[src/rtl/vcfg_pkg.sv]
package vcfg_pkg;

  // low byte of the type register, msb first
  typedef struct packed {
    logic       vma;
    logic       vta;
    logic [2:0] vsew;
    logic [2:0] vlmul;
  } vtype_fields_t;

  localparam int unsigned FIELD_W = 8;
  localparam logic [2:0] VLMUL_RSVD = 3'b100;

endpackage

[src/rtl/vcfg_vlmax_calc.sv]
module vcfg_vlmax_calc #(
  parameter int unsigned VLEN = 128,
  parameter int unsigned VL_W = $clog2(VLEN) + 1
) (
  input  logic [2:0]      vsew,
  input  logic [2:0]      vlmul,
  output logic [VL_W-1:0] vlmax
);

  logic [3:0]      shamt;
  logic [VL_W-1:0] per_reg;

  always_comb begin
    shamt   = {1'b0, vsew} + 4'd3;
    per_reg = VL_W'(VLEN) >> shamt;
    if (!vlmul[2]) begin
      vlmax = per_reg << vlmul[1:0];
    end else begin
      // 5 -> /8, 6 -> /4, 7 -> /2
      vlmax = per_reg >> (3'd4 - {1'b0, vlmul[1:0]});
    end
  end

endmodule

[src/rtl/vcfg_vtype_check.sv]
module vcfg_vtype_check #(
  parameter int unsigned ELEN  = 64,
  parameter int unsigned IMM_W = 11,
  parameter int unsigned VL_W  = 8
) (
  input  logic [IMM_W-9:0] rsvd_bits,
  input  logic [2:0]       vsew,
  input  logic [2:0]       vlmul,
  input  logic [VL_W-1:0]  vlmax,
  output logic             req_ok
);
  import vcfg_pkg::*;

  localparam logic [2:0] MAX_SEW_CODE = 3'($clog2(ELEN / 8));

  always_comb begin
    req_ok = (rsvd_bits == '0)
          && (vlmul != VLMUL_RSVD)
          && (vsew <= MAX_SEW_CODE)
          && (vlmax != '0);
  end

endmodule

[src/rtl/vcfg_next.sv]
module vcfg_next #(
  parameter int unsigned XLEN = 64,
  parameter int unsigned VL_W = 8
) (
  input  logic                          in_valid,
  input  logic [4:0]                    rd_idx,
  input  logic [4:0]                    rs1_idx,
  input  logic [XLEN-1:0]               rs1_val,
  input  vcfg_pkg::vtype_fields_t       req_fld,
  input  logic                          req_ok,
  input  logic [VL_W-1:0]               vlmax_new,
  input  logic [VL_W-1:0]               vlmax_cur,
  input  logic [VL_W-1:0]               vl_q,
  input  logic                          vill_q,
  output logic [VL_W-1:0]               vl_d,
  output logic                          vill_d,
  output vcfg_pkg::vtype_fields_t       fld_d,
  output logic                          rd_we,
  output logic [XLEN-1:0]               rd_data
);

  logic            rs1_zero;
  logic            rd_zero;
  logic            keep_form;
  logic            keep_bad;
  logic [VL_W-1:0] len;
  logic            ok;

  always_comb begin
    rs1_zero  = (rs1_idx == 5'd0);
    rd_zero   = (rd_idx == 5'd0);
    keep_form = rs1_zero && rd_zero;
    keep_bad  = keep_form && (vill_q || (vlmax_new != vlmax_cur));

    if (!rs1_zero) begin
      len = (rs1_val < XLEN'(vlmax_new)) ? rs1_val[VL_W-1:0] : vlmax_new;
    end else if (!rd_zero) begin
      len = vlmax_new;
    end else begin
      len = vl_q;
    end

    ok      = req_ok && !keep_bad;
    vill_d  = !ok;
    vl_d    = ok ? len : '0;
    fld_d   = ok ? req_fld : '0;
    rd_we   = in_valid && !rd_zero;
    rd_data = XLEN'(vl_d);
  end

endmodule

[src/rtl/vcfg_unit.sv]
module vcfg_unit #(
  parameter int unsigned XLEN  = 64,
  parameter int unsigned VLEN  = 128,
  parameter int unsigned ELEN  = 64,
  parameter int unsigned IMM_W = 11
) (
  input  logic             clk,
  input  logic             rst_n,
  input  logic             in_valid,
  input  logic [4:0]       rd_idx,
  input  logic [4:0]       rs1_idx,
  input  logic [XLEN-1:0]  rs1_val,
  input  logic [IMM_W-1:0] vtypei,
  output logic             rd_we,
  output logic [XLEN-1:0]  rd_data,
  output logic [XLEN-1:0]  vl,
  output logic [XLEN-1:0]  vtype
);
  import vcfg_pkg::*;

  localparam int unsigned VL_W  = $clog2(VLEN) + 1;
  localparam int unsigned PAD_W = XLEN - 1 - FIELD_W;

  vtype_fields_t   req_fld;
  vtype_fields_t   fld_q, fld_d;
  logic [VL_W-1:0] vl_q, vl_d;
  logic            vill_q, vill_d;
  logic            req_ok;

  // index 0: requested type, index 1: current type
  logic [2:0]      sel_sew   [2];
  logic [2:0]      sel_lmul  [2];
  logic [VL_W-1:0] sel_vlmax [2];

  assign req_fld     = vtype_fields_t'(vtypei[FIELD_W-1:0]);
  assign sel_sew[0]  = req_fld.vsew;
  assign sel_lmul[0] = req_fld.vlmul;
  assign sel_sew[1]  = fld_q.vsew;
  assign sel_lmul[1] = fld_q.vlmul;

  for (genvar g = 0; g < 2; g++) begin : g_limit
    vcfg_vlmax_calc #(.VLEN(VLEN), .VL_W(VL_W)) u_calc (
      .vsew  (sel_sew[g]),
      .vlmul (sel_lmul[g]),
      .vlmax (sel_vlmax[g])
    );
  end

  vcfg_vtype_check #(.ELEN(ELEN), .IMM_W(IMM_W), .VL_W(VL_W)) u_chk (
    .rsvd_bits (vtypei[IMM_W-1:FIELD_W]),
    .vsew      (req_fld.vsew),
    .vlmul     (req_fld.vlmul),
    .vlmax     (sel_vlmax[0]),
    .req_ok    (req_ok)
  );

  vcfg_next #(.XLEN(XLEN), .VL_W(VL_W)) u_nxt (
    .in_valid  (in_valid),
    .rd_idx    (rd_idx),
    .rs1_idx   (rs1_idx),
    .rs1_val   (rs1_val),
    .req_fld   (req_fld),
    .req_ok    (req_ok),
    .vlmax_new (sel_vlmax[0]),
    .vlmax_cur (sel_vlmax[1]),
    .vl_q      (vl_q),
    .vill_q    (vill_q),
    .vl_d      (vl_d),
    .vill_d    (vill_d),
    .fld_d     (fld_d),
    .rd_we     (rd_we),
    .rd_data   (rd_data)
  );

  always_ff @(posedge clk or negedge rst_n) begin
    if (!rst_n) begin
      vl_q   <= '0;
      vill_q <= 1'b1;
      fld_q  <= '0;
    end else if (in_valid) begin
      vl_q   <= vl_d;
      vill_q <= vill_d;
      fld_q  <= fld_d;
    end
  end

  assign vl    = XLEN'(vl_q);
  assign vtype = {vill_q, {PAD_W{1'b0}}, fld_q};

  p_hold_r10: assert property (@(posedge clk) disable iff (!rst_n)
    !in_valid |=> ($stable(vl) && $stable(vtype)));

  p_ill_clean_r9: assert property (@(posedge clk) disable iff (!rst_n)
    vtype[XLEN-1] |-> (vl == '0 && vtype[XLEN-2:0] == '0));

  p_no_wb_r4: assert property (@(posedge clk) disable iff (!rst_n)
    (in_valid && rd_idx == 5'd0) |-> !rd_we);

  p_sticky_r6: assert property (@(posedge clk) disable iff (!rst_n)
    (in_valid && rd_idx == 5'd0 && rs1_idx == 5'd0 && vtype[XLEN-1]) |=> vtype[XLEN-1]);

  p_bound_r2: assert property (@(posedge clk) disable iff (!rst_n)
    (in_valid && rs1_idx != 5'd0) |=> (vl <= $past(rs1_val)));

  p_wb_match_r3: assert property (@(posedge clk) disable iff (!rst_n)
    rd_we |=> (vl == $past(rd_data)));

  p_limit_r7: assert property (@(posedge clk) disable iff (!rst_n)
    vl <= XLEN'(VLEN));

endmodule

[config.mk]
export PLATFORM = sky130hd
export DESIGN_NAME = vcfg_unit
export DESIGN_NICKNAME = d
export VERILOG_FILES = /design/src/rtl/vcfg_pkg.sv /design/src/rtl/vcfg_vlmax_calc.sv /design/src/rtl/vcfg_vtype_check.sv /design/src/rtl/vcfg_next.sv /design/src/rtl/vcfg_unit.sv
export SDC_FILE = /design/constraint.sdc
export NUM_CORES = 1
export LEC_CHECK = 0
export ABC_AREA = 1
export BUFFER_PORTS_ARGS = -buffer_cell sky130_fd_sc_hd__buf_4
export CORE_AREA = 2 2 109 111
export CTS_CLUSTER_DIAMETER = 50
export DETAILED_ROUTE_END_ITERATION = 8
export DIE_AREA = 0 0 111 113
export GPL_ROUTABILITY_DRIVEN = 0
export PLACE_DENSITY = 0.65
export SLEW_MARGIN = 20
export SYNTH_ARGS = -nofsm -noshare
export SYNTH_HDL_FRONTEND = slang
export SYNTH_SLANG_ARGS = --single-unit
[constraint.sdc]
create_clock -name clk -period 5.3 [get_ports clk]
set_input_delay 0 -clock clk [delete_from_list [all_inputs] [get_ports clk]]
set_output_delay 0 -clock clk [all_outputs]
set_load 0.01 [all_outputs]
# --- Word-level counts from Yosys, hierarchy flattened ---
# Index checks and enable logic that the tools add are counted.
word_totals:
  input_bits: 88
  regBits: 17
  out_inout_bits: 193
  elab_cells: 42
classes:
  n_mux: 7
  n_eq_ne: 2
  reduce_logical: 15
  n_lt_le_gt_ge: 2
  addsub: 4
  shift: 6
op_table:
  columns: ["op", "count"]
  rows:
  - ["< comparator 64 x 8 -> 1 bit", 1]
  - ["two-way mux 8 bit", 7]
  - ["<< shifter 8 x 2 -> 8 bit", 2]
  - ["right shift 8 x 3 -> 8 bit", 2]
  - ["right shift 8 x 4 -> 8 bit (first input constant)", 2]
  - ["logical NOT 5 bit", 2]
  - ["adder 3 x 2 -> 4 bit (second input constant)", 2]
  - ["inequality test 8 bit", 1]
  - ["nonzero test 8 bit", 1]
  - ["logical AND 1 bit", 7]
  - ["subtractor 3 x 2 -> 3 bit (first input constant)", 2]
  - ["<= comparator 3 x 2 -> 1 bit (second input constant)", 1]
  - ["logical NOT 1 bit", 3]
  - ["logical NOT 3 bit", 1]
  - ["inequality test 3 bit (second input constant)", 1]
  - ["logical OR 1 bit", 1]

# --- Logic depth before layout (Yosys ltp) ---
# Gate-level depths: netlist of run 1.
depth:
  word_depth: 10
  ltp_mapped: 22
  depth_no_buf: 22

# --- Hierarchy ---
# Synthesis of run 1 repeated with hierarchy kept, for this count alone.
hier_totals:
  cells_unflattened: 592
  area_unflattened_um2: 3749.8
modules_own_cells:
  columns: ["module", "instances", "seq_area_each_um2", "cells_each", "area_per_inst_um2"]
  rows:
  - ["vcfg_unit", 1, 426.7, 185, 1526.5]
  - ["vcfg_next", 1, 0.0, 261, 1481.4]
  - ["vcfg_vlmax_calc at g_limit[0].u_calc", 1, 0.0, 66, 350.3]
  - ["vcfg_vlmax_calc at g_limit[1].u_calc", 1, 0.0, 67, 341.6]
  - ["vcfg_vtype_check", 1, 0.0, 13, 50.0]

# --- Worst setup path after synthesis of run 1 ---
# Ideal clock, no wire load.
synth_path:
  path_kind: "reg2reg"
  startpoint: "register fld_q, in the netlist vtype[0]"
  endpoint: "register fld_q, in the netlist vtype[2]"
  n_path_buf: 1
  required_ps: 5217
  arrival_time_ps: 2210
  path_stages_with_launch: 17
  slack_ps: 3007
  period_less_slack_ps: 2293
  path_cell_list: "dfrtp_1 > inv_1 > buf_2 > ha_1 > nor2_1 > o211ai_1 > a21oi_1 > inv_1 > nand2_1 > nand3_1 > nor2_1 > nand2_1 > nand2_2 > nand2_4 > nor2_8 > nand2_1 > o21ai_0"
synth_via:
  elab_chain_len: 9
synth_rtl:
  columns: ["item", "line", "text"]
  rows:
  - ["from (decl)", "vcfg_unit.sv:25", "vtype_fields_t fld_q, fld_d;"]
  - ["from (signal assigned)", "vcfg_unit.sv:83", "fld_q <= fld_d;"]
  - ["subtractor 3 x 2 -> 3 bit", "vcfg_vlmax_calc.sv:20", "vlmax = per_reg >> (3'd4 - {1'b0, vlmul[1:0]});"]
  - ["right shift 8 x 3 -> 8 bit", "vcfg_vlmax_calc.sv:20", null]
  - ["two-way mux 8 bit (*)", "vcfg_vlmax_calc.sv:16", "if (!vlmul[2]) begin"]
  - ["inequality test 8 bit (*)", "vcfg_next.sv:33", "keep_bad = keep_form && (vill_q || (vlmax_new != vlmax_cur));"]
  - ["logical OR 1 bit (*)", "vcfg_next.sv:33", null]
  - ["logical AND 1 bit (*)", "vcfg_next.sv:33", null]
  - ["logical NOT 1 bit (*)", "vcfg_next.sv:43", "ok = req_ok && !keep_bad;"]
  - ["logical AND 1 bit (*)", "vcfg_next.sv:43", null]
  - ["two-way mux 8 bit (*)", "vcfg_next.sv:46", "fld_d = ok ? req_fld : '0;"]
# Every way passes the cells marked *; elsewhere a longest branch is shown, timed or not.
# A chain may end at the register's enable or synchronous reset.

# --- Worst setup path in the final report of run 1 ---
layout_path:
  startpoint: "register fld_q, in the netlist vtype[0]"
  endpoint: "output rd_data[4]"
layout_via:
  elab_chain_len: 9
layout_rtl:
  columns: ["item", "line", "text"]
  rows:
  - ["subtractor 3 x 2 -> 3 bit", "vcfg_vlmax_calc.sv:20", null]
  - ["right shift 8 x 3 -> 8 bit", "vcfg_vlmax_calc.sv:20", null]
  - ["two-way mux 8 bit (*)", "vcfg_vlmax_calc.sv:16", null]
  - ["inequality test 8 bit (*)", "vcfg_next.sv:33", null]
  - ["logical OR 1 bit (*)", "vcfg_next.sv:33", null]
  - ["logical AND 1 bit (*)", "vcfg_next.sv:33", null]
  - ["logical NOT 1 bit (*)", "vcfg_next.sv:43", null]
  - ["logical AND 1 bit (*)", "vcfg_next.sv:43", null]
  - ["two-way mux 8 bit (*)", "vcfg_next.sv:45", "vl_d = ok ? len : '0;"]
  - ["to (decl)", "vcfg_unit.sv:15", "output logic [XLEN-1:0] rd_data,"]
# Marked as above.

==> results of run 1 <==
==> final timing paths <==
check                                        to  depth (start not counted)
setup / recovery                     rd_data[4]                         15
hold / removal             vtype[1]$_DFFE_PN0P_                          3
setup reg to reg           vtype[3]$_DFFE_PN0P_                         15
hold reg to reg            vtype[6]$_DFFE_PN0P_                          2
max in group asynchronous    vill_q$_DFFE_PN1P_                          2
min in group asynchronous   vl_q[0]$_DFFE_PN0P_                          2
==> metal layers <==
metal  up-vias  global-route usage, %  routed length [um]
met4         0                  3.667                  99
li1       1634                      -                   -
met5         -                      0                   0
met2       160                  24.46                4536
met1      1455                  18.07                4059
met3         8                 0.9106                 574
==> state kept, by name (all words and copies together) (netlist names) <==
name and cells:
vtype 8, vl_q 8, vill_q 1
==> synthesized netlist by cell type (2+ instances only) <==
cell / n / area [um^2]
o21ai_1: 5 / 25.02
o21ai_2: 3 / 26.28
a31oi_1: 2 / 12.51
nor4_1: 5 / 31.28
nand4_1: 10 / 62.56
nor2_1: 44 / 165.2
o22ai_1: 6 / 37.54
nand3_1: 47 / 235.2
o21ai_0: 11 / 55.05
clkbuf_1: 2 / 7.510
buf_2: 2 / 10.01
nor3_1: 6 / 30.03
buf_4: 169 / 1269
a22oi_1: 3 / 22.52
o21a_1: 2 / 15.01
nand2_2: 7 / 43.79
a21oi_1: 7 / 35.03
nor2_4: 2 / 22.52
nand2_1: 113 / 424.2
ha_1: 9 / 112.6
nor2_2: 4 / 25.02
o211ai_1: 2 / 15.01
inv_1: 37 / 138.9
and2_1: 6 / 37.54
inv_2: 6 / 22.52
dfrtp_1: 16 / 400.4
nand2_4: 2 / 22.52
==> cell families after synthesis <==
family | count (synthesis)
buffers and inverters | 218
DFF | 17
other | 1
AOI/OAI and AO/OA | 46
and+or+nand+nor | 251
adders and majority gates | 9
==> critical path: stages (launching register included) <==
cell and delay [ns]:
dfrtp_1 0.44, inv_1 0.29, ha_1 0.34, nor2_1 0.26
o211ai_1 0.13, a21oi_1 0.28, inv_1 0.07, nand2_1 0.06
nand3_1 0.06, nor2_1 0.09, nand2_1 0.07, nand2_2 0.07
nand2_4 0.11, nor2_1 0.13, and2_1 0.16, buf_4 0.13
==> final cells by class <==
type,instances,area (um^2),area share [%]
clock buffers,4,78.83,2.008
multi-input cells,473,2197,55.98
flip-flops and latches,17,426.7,10.87
well taps,143,178.9,4.559
repair buffers,116,878.3,22.38
inverters,44,165.2,4.208
==> power by group through the flow <==
stage               combinational (mW)  sequential [mW]  clock, mW
global route                     0.242            0.135      0.163
finish                           0.218            0.134      0.154
global placement                 0.212            0.137          0
CTS                              0.215            0.134      0.157
floorplan                        0.224            0.137          0
detailed placement               0.213            0.137          0
==> per-stage QoR <==
stage	hold slack (ns)	cell area, um^2	total power, mW	setup slack, ns	utilization [%]
global placement	-0.1123	3816	0.3488	2.556	33.86
floorplan	-0.2956	4086	0.3612	3.007	-
detailed placement	-0.1088	3816	0.3494	2.496	33.86
global route	0.03380	3925	0.5393	2.096	34.82
CTS	0.01570	3925	0.5061	2.356	34.82
finish	0.01435	3925	0.5061	2.347	34.82
==> timing repair <==
item,4_1_cts,5_1_grt
hold buffers,3,0
endpoints found under the hold margin,19,0
gates resized for setup,0,0
==> reports/results.ini, run 1 <==
[synth]
synth_top_family_by_area = buffers and inverters
synth_fa_ha_area_share_pct = 3.251
synthDistinctLibCells = 41
synth-seq-cells = 17
synthArstFlopShare_pct = 100.0
seq_area_frac_synth_pct = 12.32
synth.avg_cell_area_um2 = 6.390
synthCells = 542
synth-xor-area-share_pct = 0
syn_area_mm2 = 0.003463
ys_warn_count = 0
synth_compound_area_share_pct = 8.851
synth_simple_gate_area_share_pct = 33.24
synth_edf_count = 0
synth_mux_area_share_pct = 0
synth-main-ff-cell = dfrtp_1

[timing]
tightest_slew_ns = 0.5824
setup_viol = 0
drv_slew = 0
max_clock_freq_mhz = 338.6
hold_viol_final = 0
min_period_ns = 2.953
maxSlewHeadroom_pct = 61.13
tns_ns = 0
fin_worst_skew_ns = 0.007290
fin_crit_sh_pct = 55.72
rsz0062_at_grt = no

[cts]
cts_buffers = 3
cts_tree = done
cts.clk_slew.worst_paths_ns = 0.05
clock_latency_ns = 0.25
ctsRootBufferMaster = clkbuf_16
h-tree-depth = 1
clockBufferDepth = 2
cts_sinks = 17
post-cts-setup-buffers = 0

[placement]
dpl.cell_count = 790
hpwl_mm = 7.975
io_buffers = 113

[power]
p_int_mw = 0.3118
switchingPower_mw = 0.1943
p_sw_share_pct = 38.39
power_density_mw_per_mm2 = 128.9
pwr-share-seq_pct = 26.5
power.share.clock_pct = 30.4
peakVddDrop_mv = 0.09102
leakage_nw = 2.268
comb_power_share_pct = 43.1

[job]
cap_violations = 0

[layout]
synthToLayoutAreaGrowth_pct = 13.33
instances_no_fill = 797
fill_cells = 1236
final_common_cell = conb_1
drive_above_1_share_pct = 22.32
final_cell_mix = conb_1, nand2_1, buf_4
n_antenna_cell = 0
fin_nets = 752

[detailed_routing]
num_vias = 3257
vias_per_cell = 4.087
post_drt_wl_per_cell_um = 11.63
drtIter0Drc = 179
ant_nets = 0
drc = 0
routed_wl_mm = 9.269
drt_pass1_iterations = 4

[run_status]
status = complete, no violations

[floorplan]
dieArea_mm2 = 0.01254
die_x_um = 111
start_util_pct = 30.72
rows = 39
die_h_um = 113
ios = 281
core_area_mm2 = 0.01127

[critical_path]
required_ns = 5.30
cp-startpoint = vtype[0]$_DFFE_PN0P_
cp-start-kind = flip-flop
critPathKind = flip-flop to primary output
rrSetupSlack_ns = 2.60
worstPathMaxFanout = 12
r2r-start = vtype[0]$_DFFE_PN0P_
critPathArrivalTime_ns = 2.95
end_kind = primary output

[grt]
grt_first_pass_wirelength_mm = 14.17
grt_max_degree = 18
overflow = 0
antenna_found_initial = 0
grt_usage_pct = 13.73
grt_pass1_vias = 2850

[min_path]
hp-start = vtypei[1]
hp-class = primary input to flip-flop

Note: power is estimated with default switching activity, not from simulation.
==> run 2: changes to the inputs <==
--- a/config.mk
+++ b/config.mk
@@ -7,12 +7,11 @@
 export LEC_CHECK = 0
 export ABC_AREA = 1
 export BUFFER_PORTS_ARGS = -buffer_cell sky130_fd_sc_hd__buf_4
-export CORE_AREA = 2 2 109 111
+export CORE_AREA = 2 2 110 112
 export CTS_CLUSTER_DIAMETER = 50
 export DETAILED_ROUTE_END_ITERATION = 8
-export DIE_AREA = 0 0 111 113
+export DIE_AREA = 0 0 112 114
 export GPL_ROUTABILITY_DRIVEN = 0
-export PLACE_DENSITY = 0.65
 export SLEW_MARGIN = 20
 export SYNTH_ARGS = -nofsm -noshare
 export SYNTH_HDL_FRONTEND = slang
==> constraint.sdc (replaced) <==
create_clock -name clk -period 2.86 [get_ports clk]
set_input_delay 0 -clock clk [delete_from_list [all_inputs] [get_ports clk]]
set_output_delay 0 -clock clk [all_outputs]
set_load 0.01 [all_outputs]
==> run 2 against run 1 <==
Against the previous run:
- sequential cell count stayed put
- sequential share of layout area shrank 0.14 points
- first-iteration DRC count down 21%
- global-route usage about the same
- worst setup slack got worse by 2.1 ns
- die area increased by 1.8%
- clock power is 90% higher
- clock skew increased by 0.0014 ns
- utilization decreased by 0.77 points
- cell count increased by 1.1%
- routed wire length rose by 2.7%
- combinational power up 87%
==> reports/results.ini, run 2 (synthesized netlist as in run 1, its figures left out) <==
[critical_path]
cp-start-kind = flip-flop
critPathKind = flip-flop to primary output
critPathArrivalTime_ns = 2.63
cp_slowest_stage_delay_ns = 0.42
worstPathMaxFanout = 10
crit_chain = inv_1, ha_1, nor2_2, o211ai_1, a21oi_1, inv_1, nand2_1, nand3_1, nor2_1, nand2_1, nand2_2, nand2_4, nor2_1, and2_1, buf_4
required_ns = 2.86
end_kind = primary output
slowest_stage = dfrtp_2

[grt]
grt_usage_pct = 13.69
grt_pass1_vias = 2837
antenna_found_initial = 0
grt_first_pass_wirelength_mm = 14.23
overflow = 0
grt_max_degree = 18

[timing]
drv_slew = 0
setup_viol = 0
fin_crit_sh_pct = 91.91
tns_ns = 0
maxSlewHeadroom_pct = 60.19
hold_viol_final = 0
rsz0062_at_grt = no
min_period_ns = 2.629
tightest_slew_ns = 0.5965
worst_slack_ns = 0.2315
max_clock_freq_mhz = 380.4
fin_worst_skew_ns = 0.008724

[floorplan]
dieArea_mm2 = 0.01277
ios = 281
die_x_um = 112
die_h_um = 114
core_area_mm2 = 0.01171
rows = 40
start_util_pct = 29.57

[power]
report.power.total_mw = 0.9490
peakVddDrop_mv = 0.1745
power_density_mw_per_mm2 = 238.0
p_int_mw = 0.5810
p_sw_share_pct = 38.78
pwr-share-seq_pct = 26.3
leakage_nw = 2.292
power.share.clock_pct = 30.9
switchingPower_mw = 0.3680
comb_power_share_pct = 42.9

[layout]
final_cell_mix = conb_1, buf_4, nand2_1
n_antenna_cell = 0
drive_above_1_share_pct = 23.52
final_common_cell = conb_1
synthToLayoutAreaGrowth_pct = 15.14
fin_nets = 757

[cts]
post-cts-setup-buffers = 0
cts_buffers = 3
clockBufferDepth = 2
ctsRootBufferMaster = clkbuf_16
h-tree-depth = 1
cts_tree = done
cts.clk_slew.worst_paths_ns = 0.05
cts_sinks = 17
clock_latency_ns = 0.26

[detailed_routing]
drt_pass1_iterations = 5
drtIter0Drc = 141
post_drt_wl_per_cell_um = 11.81
routed_wl_mm = 9.520
num_vias = 3305
drc = 0
ant_nets = 0
vias_per_cell = 4.100

[placement]
place_ws_ns = 0.2395
hpwl_mm = 8.079
io_buffers = 113

[job]
cap_violations = 0

[run_status]
status = complete, no violations

[min_path]
hp-class = primary input to flip-flop

==> run 2: cell types whose count changed in the layout (fill, tap and decap cells not counted) <==
cell | before | now
a21oi_2 | 1 | 2
nor2_4 | 2 | 3
buf_4 | 113 | 118
a21oi_1 | 7 | 6
nand2_4 | 2 | 3
nor2_1 | 44 | 42
nor2_2 | 4 | 5
dfrtp_1 | 16 | 15
dfrtp_2 | 0 | 1
nand2_2 | 7 | 6
==> run 2: final timing paths <==
check / start / slack [ns] / depth (start not counted) / endpoint
hold / removal: vtypei[1] / 0.02 / 3 / vtype[1]$_DFFE_PN0P_
setup / recovery: vtype[0]$_DFFE_PN0P_ / 0.23 / 15 / rd_data[0]
min in group asynchronous: rst_n / 0.16 / 2 / vl_q[6]$_DFFE_PN0P_
max in group asynchronous: rst_n / 2.43 / 2 / vill_q$_DFFE_PN1P_
hold reg to reg: vtype[6]$_DFFE_PN0P_ / 0.49 / 2 / vtype[6]$_DFFE_PN0P_
setup reg to reg: vtype[0]$_DFFE_PN0P_ / 0.47 / 15 / vtype[4]$_DFFE_PN0P_
==> run 2: cell type report <==
cell class	count	area, um^2
clock buffer	4	78.83
fill	1283	7724
inverter	44	165.2
multi-input combinational	473	2216
sequential	17	427.9
tap	147	183.9
timing repair buffer	121	915.9
==> run 2: power by group through the flow <==
stage                     registers (mW)  logic [mW]  clock network (mW)
after floorplan                    0.254       0.416                   0
after global placement             0.253       0.397                   0
after detailed placement           0.253       0.397                   0
after CTS                          0.249       0.402               0.295
after global routing               0.250       0.455               0.307
final                              0.249       0.407               0.293
==> run 2: per-layer routing <==
layer  GRT usage [%]  wire (um)  share of wire (%)
met3          0.8502        582                6.1
met1           18.48       4095                 43
met2           24.04       4704                 49
met4           3.333        138                1.4
met5               0          0                  0
==> run 2: critical path, delay by kind of cell, from the launching register on <==
family / cells / cell delay (ns)
compound gates: 2 / 0.35
fa+ha+maj: 1 / 0.36
buf+inv: 3 / 0.26
flops: 1 / 0.42
simple gates: 9 / 0.98
==> run 2: through the flow <==
step           hold WS, ns  util (%)  instance area [um^2]  cells
6_report           0.02185     34.05                  3988    806
5_1_grt            0.03151     34.05                  3988    806
3_5_place_dp       -0.1050     32.95                  3859    799
4_1_cts            0.01914     33.88                  3968    806
3_3_place_gp       -0.1055     32.95                  3859    799
2_1_floorplan      -0.2956         -                  4086    708
==> run 2: what timing repair did <==
action,CTS,global route
hold buffers,3,0
setup endpoints to repair,0,7
hold endpoints to repair,19,0
resized for setup,0,6
